==> config.mk <==
export PLATFORM = sky130hd
export DESIGN_NAME = hash_ctl_front
export DESIGN_NICKNAME = d
export VERILOG_FILES = /design/src/rtl/hash_ctl_pkg.sv /design/src/rtl/hcf_msg_fifo.sv /design/src/rtl/hcf_seq.sv /design/src/rtl/hcf_csr.sv /design/src/rtl/hash_ctl_front.sv
export SDC_FILE = /design/constraint.sdc
export NUM_CORES = 1
export LEC_CHECK = 0
export ABC_AREA = 1
export CORE_MARGIN = 2
export CORE_UTILIZATION = 52
export CTS_CLUSTER_SIZE = 40
export DETAILED_ROUTE_END_ITERATION = 7
export HOLD_SLACK_MARGIN = 0.12
export PLACE_DENSITY = 0.81
export SETUP_SLACK_MARGIN = 0.5
export SLEW_MARGIN = 5
export SYNTH_ARGS = -nofsm -noshare
export SYNTH_HDL_FRONTEND = slang
export SYNTH_SLANG_ARGS = --single-unit
==> constraint.sdc <==
create_clock -name clk -period 3.45 [get_ports clk]
set_input_delay 0.5175 -clock clk [delete_from_list [all_inputs] [get_ports clk]]
set_output_delay 0.5175 -clock clk [all_outputs]
set_load 0.005 [all_outputs]
==> src/rtl/hash_ctl_pkg.sv <==
package hash_ctl_pkg;
  localparam int DW        = 32;
  localparam int CFG_BITS  = 4;
  localparam int IEN_BITS  = 3;
  localparam int NDIG      = 8;
  localparam int DIGEST_W  = DW * NDIG;

  localparam logic [CFG_BITS-1:0] CFG_REQUIRED = 4'b0110;

  // word indices inside the window
  localparam int IDX_CFG    = 0;
  localparam int IDX_IEN    = 1;
  localparam int IDX_ISTATE = 2;
  localparam int IDX_CMD    = 3;
  localparam int IDX_MSG    = 4;
  localparam int IDX_DIG0   = 5;
  localparam int NUM_WORDS  = IDX_DIG0 + NDIG;

  localparam int CMD_START_BIT   = 0;
  localparam int CMD_PROCESS_BIT = 1;
  localparam int DONE_BIT        = 0;

  typedef enum logic [1:0] {
    PH_IDLE    = 2'd0,
    PH_CONSUME = 2'd1,
    PH_DRAIN   = 2'd2,
    PH_PROCESS = 2'd3
  } phase_e;
endpackage

==> src/rtl/hcf_msg_fifo.sv <==
module hcf_msg_fifo #(
  parameter int WIDTH = 32,
  parameter int DEPTH = 4
) (
  input  logic             clk,
  input  logic             rst_n,
  input  logic             push,
  input  logic [WIDTH-1:0] din,
  input  logic             pop,
  output logic [WIDTH-1:0] dout,
  output logic             empty,
  output logic             full
);
  localparam int AW = (DEPTH > 1) ? $clog2(DEPTH) : 1;
  localparam int CW = AW + 1;
  localparam logic [AW-1:0] LAST = AW'(DEPTH - 1);

  logic [WIDTH-1:0] mem_q [DEPTH];
  logic [AW-1:0]    wp_q, rp_q;
  logic [CW-1:0]    cnt_q;
  logic             do_push, do_pop;

  assign empty   = (cnt_q == '0);
  assign full    = (cnt_q == CW'(DEPTH));
  assign do_push = push && !full;
  assign do_pop  = pop && !empty;
  assign dout    = mem_q[rp_q];

  always_ff @(posedge clk or negedge rst_n) begin
    if (!rst_n) begin
      wp_q  <= '0;
      rp_q  <= '0;
      cnt_q <= '0;
    end else begin
      if (do_push) wp_q <= (wp_q == LAST) ? '0 : wp_q + 1'b1;
      if (do_pop)  rp_q <= (rp_q == LAST) ? '0 : rp_q + 1'b1;
      case ({do_push, do_pop})
        2'b10:   cnt_q <= cnt_q + 1'b1;
        2'b01:   cnt_q <= cnt_q - 1'b1;
        default: cnt_q <= cnt_q;
      endcase
    end
  end

  always_ff @(posedge clk) begin
    if (do_push) mem_q[wp_q] <= din;
  end
endmodule

==> src/rtl/hcf_seq.sv <==
module hcf_seq
  import hash_ctl_pkg::*;
(
  input  logic   clk,
  input  logic   rst_n,
  input  logic   cmd_start,
  input  logic   cmd_proc,
  input  logic   start_ok,
  input  logic   queue_empty,
  input  logic   eng_done,
  output phase_e phase,
  output logic   done_set,
  output logic   eng_start,
  output logic   eng_process
);
  phase_e ph_q, ph_d;
  logic   go_start, go_proc;

  assign go_start = (ph_q == PH_IDLE) && cmd_start && start_ok;
  assign go_proc  = (ph_q == PH_DRAIN) && queue_empty;
  assign done_set = (ph_q == PH_PROCESS) && eng_done;
  assign phase    = ph_q;

  always_comb begin
    ph_d = ph_q;
    unique case (ph_q)
      PH_IDLE:    if (go_start) ph_d = PH_CONSUME;
      PH_CONSUME: if (cmd_proc) ph_d = PH_DRAIN;
      PH_DRAIN:   if (go_proc)  ph_d = PH_PROCESS;
      PH_PROCESS: if (eng_done) ph_d = PH_IDLE;
      default:    ph_d = PH_IDLE;
    endcase
  end

  always_ff @(posedge clk or negedge rst_n) begin
    if (!rst_n) begin
      ph_q        <= PH_IDLE;
      eng_start   <= 1'b0;
      eng_process <= 1'b0;
    end else begin
      ph_q        <= ph_d;
      eng_start   <= go_start;
      eng_process <= go_proc;
    end
  end
endmodule

==> src/rtl/hcf_csr.sv <==
module hcf_csr
  import hash_ctl_pkg::*;
(
  input  logic                clk,
  input  logic                rst_n,
  input  logic                idle,
  input  logic                wr_cfg,
  input  logic                wr_ien,
  input  logic                wr_istate,
  input  logic [CFG_BITS-1:0] wdata_lo,
  input  logic                done_set,
  input  logic [DIGEST_W-1:0] digest_in,
  input  logic                rd_en,
  input  logic [31:0]         rd_idx,
  output logic [CFG_BITS-1:0] cfg,
  output logic [IEN_BITS-1:0] ien,
  output logic                done,
  output logic [DW-1:0]       rdata
);
  localparam int SW = $clog2(NDIG);

  logic [DW-1:0] dig_q [NDIG];
  logic [SW-1:0] slot, word_i;

  always_ff @(posedge clk or negedge rst_n) begin
    if (!rst_n) begin
      cfg  <= '0;
      ien  <= '0;
      done <= 1'b0;
    end else begin
      if (wr_cfg && idle) cfg <= wdata_lo;
      if (wr_ien)         ien <= wdata_lo[IEN_BITS-1:0];
      if (done_set)       done <= 1'b1;
      else if (wr_istate && wdata_lo[DONE_BIT]) done <= 1'b0;
    end
  end

  for (genvar g = 0; g < NDIG; g++) begin : g_dig
    always_ff @(posedge clk or negedge rst_n) begin
      if (!rst_n)        dig_q[g] <= '0;
      else if (done_set) dig_q[g] <= digest_in[g*DW +: DW];
    end
  end

  assign slot   = SW'(rd_idx - 32'(IDX_DIG0));
  assign word_i = SW'(NDIG - 1) - slot;

  always_comb begin
    rdata = '0;
    if (rd_en) begin
      if (rd_idx == 32'(IDX_CFG))
        rdata = DW'(cfg);
      else if (rd_idx == 32'(IDX_IEN))
        rdata = DW'(ien);
      else if (rd_idx == 32'(IDX_ISTATE))
        rdata = DW'(done) << DONE_BIT;
      else if (rd_idx >= 32'(IDX_DIG0) && rd_idx < 32'(IDX_DIG0 + NDIG))
        rdata = dig_q[word_i];
    end
  end
endmodule

==> src/rtl/hash_ctl_front.sv <==
module hash_ctl_front
  import hash_ctl_pkg::*;
#(
  parameter int ADDR_W     = 8,
  parameter int FIFO_DEPTH = 4
) (
  input  logic                clk,
  input  logic                rst_n,
  input  logic [ADDR_W-1:0]   reg_addr,
  input  logic                reg_wr,
  input  logic [DW-1:0]       reg_wdata,
  input  logic                reg_rd,
  output logic [DW-1:0]       reg_rdata,
  output logic                msg_valid,
  input  logic                msg_ready,
  output logic [DW-1:0]       msg_data,
  output logic                eng_start,
  output logic                eng_process,
  input  logic                eng_done,
  input  logic [DIGEST_W-1:0] eng_digest,
  output logic                irq
);
  logic [31:0]         widx;
  logic                hit;
  logic                wr_cfg, wr_ien, wr_istate, wr_cmd, wr_msg;
  logic                cmd_start, cmd_proc, start_ok;
  logic                q_empty, q_full, q_push;
  logic                done_set, done;
  logic [CFG_BITS-1:0] cfg;
  logic [IEN_BITS-1:0] ien;
  phase_e              phase;

  // address decode: aligned words inside the window only
  assign widx      = 32'(reg_addr[ADDR_W-1:2]);
  assign hit       = (reg_addr[1:0] == 2'b00) && (widx < 32'(NUM_WORDS));
  assign wr_cfg    = reg_wr && hit && (widx == 32'(IDX_CFG));
  assign wr_ien    = reg_wr && hit && (widx == 32'(IDX_IEN));
  assign wr_istate = reg_wr && hit && (widx == 32'(IDX_ISTATE));
  assign wr_cmd    = reg_wr && hit && (widx == 32'(IDX_CMD));
  assign wr_msg    = reg_wr && hit && (widx == 32'(IDX_MSG));

  assign cmd_start = wr_cmd && reg_wdata[CMD_START_BIT];
  assign cmd_proc  = wr_cmd && reg_wdata[CMD_PROCESS_BIT];
  assign start_ok  = (cfg == CFG_REQUIRED) && (ien == '0) && !done;
  assign q_push    = wr_msg && (phase == PH_CONSUME);
  assign msg_valid = !q_empty;
  assign irq       = done && ien[0];

  hcf_seq u_seq (
    .clk         (clk),
    .rst_n       (rst_n),
    .cmd_start   (cmd_start),
    .cmd_proc    (cmd_proc),
    .start_ok    (start_ok),
    .queue_empty (q_empty),
    .eng_done    (eng_done),
    .phase       (phase),
    .done_set    (done_set),
    .eng_start   (eng_start),
    .eng_process (eng_process)
  );

  hcf_msg_fifo #(.WIDTH(DW), .DEPTH(FIFO_DEPTH)) u_fifo (
    .clk   (clk),
    .rst_n (rst_n),
    .push  (q_push),
    .din   (reg_wdata),
    .pop   (msg_ready),
    .dout  (msg_data),
    .empty (q_empty),
    .full  (q_full)
  );

  hcf_csr u_csr (
    .clk       (clk),
    .rst_n     (rst_n),
    .idle      (phase == PH_IDLE),
    .wr_cfg    (wr_cfg),
    .wr_ien    (wr_ien),
    .wr_istate (wr_istate),
    .wdata_lo  (reg_wdata[CFG_BITS-1:0]),
    .done_set  (done_set),
    .digest_in (eng_digest),
    .rd_en     (reg_rd && hit),
    .rd_idx    (widx),
    .cfg       (cfg),
    .ien       (ien),
    .done      (done),
    .rdata     (reg_rdata)
  );
endmodule

---- Word-level counts from Yosys, hierarchy flattened ----
Memory sizes are Yosys's and may differ from the RTL's.
Cells that the tools add are included.
cells by class
  $add $sub $neg .......................... 6
  reduce and logical (&&, ||, !) cells .... 34
  bitwise gates (word level) .............. 1
  equal/unequal tests ..................... 17
  multiplexer cells ....................... 20
  $lt $le $gt $ge ......................... 3
operators by type and width
  operator                                                                             count
  32-bit two-way mux                                                                   7
  32-bit binary-select mux with 3-bit select                                           1
  32-bit zero test                                                                     1
  1-bit logical AND                                                                    23
  6-bit by 2-bit == test with 1-bit output, second input constant                      2
  2-bit two-way mux                                                                    6
  2-bit == test, second input constant                                                 5
  2-bit one-hot mux with 4 select lines                                                1
  6-bit by 1-bit == test with 1-bit output, second input constant                      1
  6-bit by 3-bit == test with 1-bit output, second input constant                      1
  6-bit by 3-bit greater-or-equal comparator with 1-bit output, second input constant  1
  3-bit zero test                                                                      2
  6-bit by 4-bit < comparator with 1-bit output, second input constant                 1
  2-bit != test, second input constant                                                 3
  3-bit one-hot mux with 2 select lines                                                1
  2-bit by 1-bit adder with 2-bit output, second input constant                        2
  2-bit by 1-bit == test with 1-bit output, second input constant                      2
  4-bit by 3-bit == test with 1-bit output, second input constant                      1
  4-bit greater-or-equal comparator, second input constant                             1
  2-bit zero test                                                                      2
  1-bit two-way mux                                                                    4
  3-bit NOT with 4-bit output                                                          1
  4-bit AND reduction                                                                  1
  2-bit nonzero test                                                                   2
  other kinds (7)                                                                      9
storage, ports and cells
  memories kept ........................... 1
  RAM bits ................................ 128
  output and inout port bits .............. 68
  word-level logic and storage cells ...... 99
  flip-flop bits (word level) ............. 275
  input port bits ......................... 302
memories
  memory        depth  width  rd ports  clocked after Yosys merged registers in  wr ports  RTL line            RTL
  u_fifo.mem_q  4      32     1         0                                        1         hcf_msg_fifo.sv:18  logic [WIDTH-1:0] mem_q [DEPTH];

---- Longest topological paths before layout ----
  depth after elaboration ................. 11
  mapped depth ............................ 18
  depth with buffers taken out ............ 15

---- Cells and area by module ----
From an unflattened synthesis, not the netlist that was laid out.
second synthesis, totals
  cells, all modules ...................... 2188
  area total of the unflattened synthesis .. 18634.1 sq um
by module, submodules not included
  module          area each (sq um)  sequential area each (sq um)  cells an instance  times used
  hcf_csr         12629.6            6606.3                        1676               1
  hcf_msg_fifo    5494.0             4018.9                        434                1
  hcf_seq         307.8              100.1                         36                 1
  hash_ctl_front  202.7              0.0                           42                 1

---- Worst setup path after synthesis ----
No wires, ideal clock.
  path type ............................... in2reg
  start point ............................. input reg_addr[2]
  end point ............................... memory u_fifo.mem_q[0][0] (enable)
  required time ........................... 3029 ps
  setup slack ............................. -291 ps
  buffers on the path ..................... 3
  data arrival time ....................... 3320 ps
  setup time .............................. 421 ps
  stages on the path ...................... 13
  path through ............................ buf_4 inv_4 buf_6 buf_2 ha_1 inv_1 nand2_2 nand2_1 nand2_1 nand3_1 nor2_1 inv_1 nor2_1
on the way
  longest elaborated chain between the ends .. 8
  elaborated cells between the ends (all ways) .. 9
  classes of those cells .................. order compare (1); eq/ne (1); mux (2); reduce/logical (5)
ends and longest elaborated chain
  element                                        RTL line              RTL
  start: declaration                             hash_ctl_front.sv:9   input logic [ADDR_W-1:0] reg_addr,
  6-bit by 4-bit < comparator with 1-bit output  hash_ctl_front.sv:35  assign hit = (reg_addr[1:0] == 2'b00) && (widx < 32'(NUM_WORDS));
  1-bit logical AND                              hash_ctl_front.sv:35
  1-bit logical AND                              hash_ctl_front.sv:40  assign wr_msg = reg_wr && hit && (widx == 32'(IDX_MSG));
  1-bit logical AND (*)                          hash_ctl_front.sv:40
  1-bit logical AND (*)                          hash_ctl_front.sv:45  assign q_push = wr_msg && (phase == PH_CONSUME);
  1-bit logical AND (*)                          hcf_msg_fifo.sv:25    assign do_push = push && !full;
  1-bit two-way mux (*)                          hcf_msg_fifo.sv:46    if (do_push) mem_q[wp_q] <= din;
  1-bit two-way mux (implied by the code) (*)    hcf_msg_fifo.sv:46
  end: declaration                               hcf_msg_fifo.sv:18
Mark *: on every way between the ends. The rest lies on a longest branch, timed or not.

---- Worst setup path in the final report ----
  start point ............................. input reg_addr[3]
  end point ............................... output reg_rdata[25]
on the way
  longest elaborated chain between the ends .. 11
  elaborated cells between the ends (all ways) .. 19
  classes of those cells .................. add/sub (2); order compare (2); eq/ne (2); mux (8); bitwise (1); reduce/logical (4)
ends and longest elaborated chain
  element                                                 RTL line              RTL
  3-bit subtractor                                        hcf_csr.sv:45         assign slot = SW'(rd_idx - 32'(IDX_DIG0));
  3-bit subtractor                                        hcf_csr.sv:46         assign word_i = SW'(NDIG - 1) - slot;
  3-bit NOT with 4-bit output (implied by the code)       hcf_csr.sv:58         rdata = dig_q[word_i];
  32-bit binary-select mux with 3-bit select              hcf_csr.sv:58
  32-bit two-way mux (implied by the code) (2 in series)  hcf_csr.sv:58
  32-bit two-way mux                                      hcf_csr.sv:57         else if (rd_idx >= 32'(IDX_DIG0) && rd_idx < 32'(IDX_DIG0 + NDIG))
  32-bit two-way mux                                      hcf_csr.sv:55         else if (rd_idx == 32'(IDX_ISTATE))
  32-bit two-way mux                                      hcf_csr.sv:53         else if (rd_idx == 32'(IDX_IEN))
  32-bit two-way mux                                      hcf_csr.sv:51         if (rd_idx == 32'(IDX_CFG))
  32-bit two-way mux (*)                                  hcf_csr.sv:50         if (rd_en) begin
  end: declaration                                        hash_ctl_front.sv:13  output logic [DW-1:0] reg_rdata,
Mark *: on every way between the ends. The rest lies on a longest branch, timed or not. The select of a mux whose other input is x is not followed.

==> impl_metrics.toml <==
[run_status]
run_status = "finished clean"

[synthesis]
number_of_synthesized_flops_with_an_enable_pin = 128
synth_largest_area_cell = "dfrtp_1"
syn_nets = 2010
ys_types = 35
synthSimpleGateAreaFrac_pct = 12.4
syn-instance-count = 1693
netlist_area_sq_um = 17900
yosysTopAreaCellShare_pct = 38.4
synth_compound_area_share_pct = 9.26
muxShareOfSynthArea_pct = 12.5
yosys.area_share.xor_xnor_pct = 0.0977
postSynthAreaPerCell_sq_um = 10.6
fraction_of_the_yosys_area_taken_by_sequential_cells_pct = 59.8
synth.yosys.warnings = 0
synth_adder_area_share_pct = 1.09
largest_family_of_logic_cells_by_synthesized_area = "multiplexers"
ys_async_sr_fraction_pct = 68.2
ys_dominant_reg_cell = "dfrtp_1"
synth.top_cells.by_area = "dfrtp_1 38%, edfxtp_1 21%, mux2_2 12%"
synth.ff_latch_count = 403

[power_and_ir_drop]
power.ir.vdd_worst_v = 0.000423
p_leak_uw = 0.0111
power_density_nw_per_um2 = 498
total_power_uw = 12000

[timing]
skew_ps = 17.6
final.setup.tns_ps = 0
timing_hold_violations_final = 0
max_fclk_ghz = 0.340
report.final.setup_viol = 0
slew-limit-headroom_pct = 40.7
drv_slew = 0
rsz0062_at_grt = "true"
layout_worst_path_cycle_share_pct = 85.4
timing_worst_slew_pin_value_ps = 889
finalCriticalPeriod_ps = 2940

[floorplan]
die_height_microns = 190
die_area_sq_um = 36000
core_area_sq_um = 34300
ios = 370
initial_core_util_pct = 52.3
floorplan.rows = 68
die_w_microns = 190

[setup_path]
worst_r2r_path_depth = 4
endpoint_kind = "primary output"
critPathLaunchType = "input pin"
setup.reg_to_reg.worst_slack_ps = 1240
cp_arrival_ps = 2430
worstPathRequired_ps = 2930
r2r-start = "u_seq.phase[0]"
crit_path_start = "reg_addr[3]"
cp-endpoint = "reg_rdata[25]"
reg2reg_to = "u_csr.dig_q[181]"
timing.setup.critical_path_class = "input pin to primary output"
critical_path.max_fanout = 28

[routing]
route.detailed.drc = 0
drt-wirelength-per-cell_microns = 20.8
vias_per_cell = 5.57
drt_pass1_iterations = 5
drt_first_iter_violations = 1054
dr_total_vias = 14300
route.antenna.remaining_nets = 0
routed_wirelength_mm = 53.5

[grt]
grt_start_max_net_pins = 105
global_route.usage.total_pct = 29.3
overflow = 0
first_global_vias = 14500
grt_pass1_wl_mm = 80.4
grt_antenna_before_repair = 15

[clock_network]
htreeDepth = 2
cts-root-buf = "clkbuf_16"
cts_sinks = 403
clk_latency_ps = 530
inserted_clock_buffers = 42
cts_tree = "done"
worst_setup_hold_path_clk_slew_ps = 60
cts_max_path_buffers = 3

[place]
total_half_perimeter_wirelength_after_legalization_and_detailed_placement_mm = 36.3
port_buffers = 369
place.gp.congestion = 0.918

[cells_and_area]
area_delta_synth_final_pct = 34.8
sequential_cell_area_sq_um = 10700
multi_input_area_sq_um = 6500
post_route_cells_drive_above_1_share_pct = 18.2
final_net_count = 2390
fillCellCount = 2399

[hold_path]
min-delay-path-class = "register to register"

[run]
timing.max_cap.violations = 0
metrics by stage:
stage	hold slack (ps)	std cells	setup slack, ps	utilization [%]	instance area, sq um
floorplan	222	1693	206	-	17900
detailed placement	475	2462	21.2	65.2	22400
CTS	489	2557	503	70.2	24100
global route	501	2563	406	70.5	24200
finish	484	2567	505	70.5	24200
global placement	463	2462	25.6	65.2	22400
how the worst min path moves through the flow:
stage	slack, ps	to	startpoint	cells after the start
global placement	460	u_fifo.cnt_q[0]	u_fifo.cnt_q[0]	1
detailed placement	480	u_fifo.cnt_q[1]	u_fifo.cnt_q[1]	2
global route	500	u_fifo.cnt_q[0]	u_fifo.cnt_q[0]	1
finish	480	u_fifo.cnt_q[1]	u_fifo.cnt_q[1]	2
floorplan	220	u_csr.cfg[0]	rst_n	0
CTS	490	u_fifo.cnt_q[1]	u_fifo.cnt_q[1]	2
cells in the mapped netlist, types with 4 or more instances:
master,n
mux2_2,199
inv_1,96
o21ai_1,5
nand3_1,69
ha_1,14
o211ai_1,4
buf_1,6
o22ai_1,32
dfrtp_1,275
nand4_1,5
buf_4,6
buf_2,54
a21oi_1,121
clkbuf_1,36
nor2_1,238
nand2_1,234
edfxtp_1,128
o21ai_0,147
sequential cells by signal (all words and copies together) (netlist names):
register and count:
u_fifo.wp_q 2, u_csr.done 1, u_seq.eng_process 1, u_seq.phase 2
u_csr.ien 3, u_csr.dig_q 256, u_fifo.cnt_q 3, u_csr.cfg 4
u_fifo.mem_q 128, u_seq.eng_start 1, u_fifo.rp_q 2
routing by layer:
metal  share of wire [%]  vias up  global-route usage [%]
met5                0.14        -                       0
met4                 5.8       10                    16.3
met3                 9.5      166                    7.95
met2                  49      714                    49.2
met1                  36     6914                    34.1
li1                    -     6504                       -
where the power goes:
group | switching [uW] | internal [uW] | leakage (uW)
sequential | 36.5 | 4970 | 0.00467
clock | 1860 | 2700 | 0.000666
combinational | 1240 | 1220 | 0.00576
worst max-delay path, stage by stage:
cell,delay (ps)
dlygate4sd2_1,250
inv_2,80
ha_4,160
inv_1,80
nand2_2,110
inv_2,60
nor2_4,130
inv_2,80
buf_12,170
nand2_1,80
nand2_1,50
nor2_1,110
clkdlybuf4s50_1,520
layout make-up:
type / count / area share, %
Sequential cell: 403 / 44.4
Multi-Input combinational cell: 1088 / 26.9
Timing Repair Buffer: 439 / 19.0
Clock buffer: 57 / 4.88
Tap cell: 455 / 2.36
Inverter: 99 / 1.57
Clock inverter: 18 / 0.880
Antenna cell: 8 / 0.0828
kinds of logic (layout without fill, tap and decap cells):
kind of cell | after synthesis | after routing
AND/OR/NAND/NOR | 556 | 557
flip-flops | 403 | 403
AO/OA/AOI/OAI | 315 | 315
buffers and inverters | 203 | 613
multiplexers | 199 | 199
adder cells (fa/ha/maj) | 15 | 15
XOR/XNOR | 2 | 2
other | 0 | 8
cell usage in the layout, fill, tap and decap left out, types with 44 or more instances in the layout:
master / n
nand2_1: 231
mux2_2: 199
a21oi_1: 116
nor2_1: 224
dfrtp_1: 274
o21ai_0: 142
inv_1: 94
edfxtp_1: 128
nand3_1: 66
clkdlybuf4s50_1: 334
clkbuf_16: 44
timing repair:
action | CTS | global route
hold buffers | 1 | 0
setup endpoints to repair | 41 | 37
endpoints found under the hold margin | 83 | 0
cloned | 4 | 1
pin swaps | 17 | 2
gates resized for setup | 69 | 12
buffers inserted | 15 | 1
No activity file was read; power rests on OpenSTA's default activity.
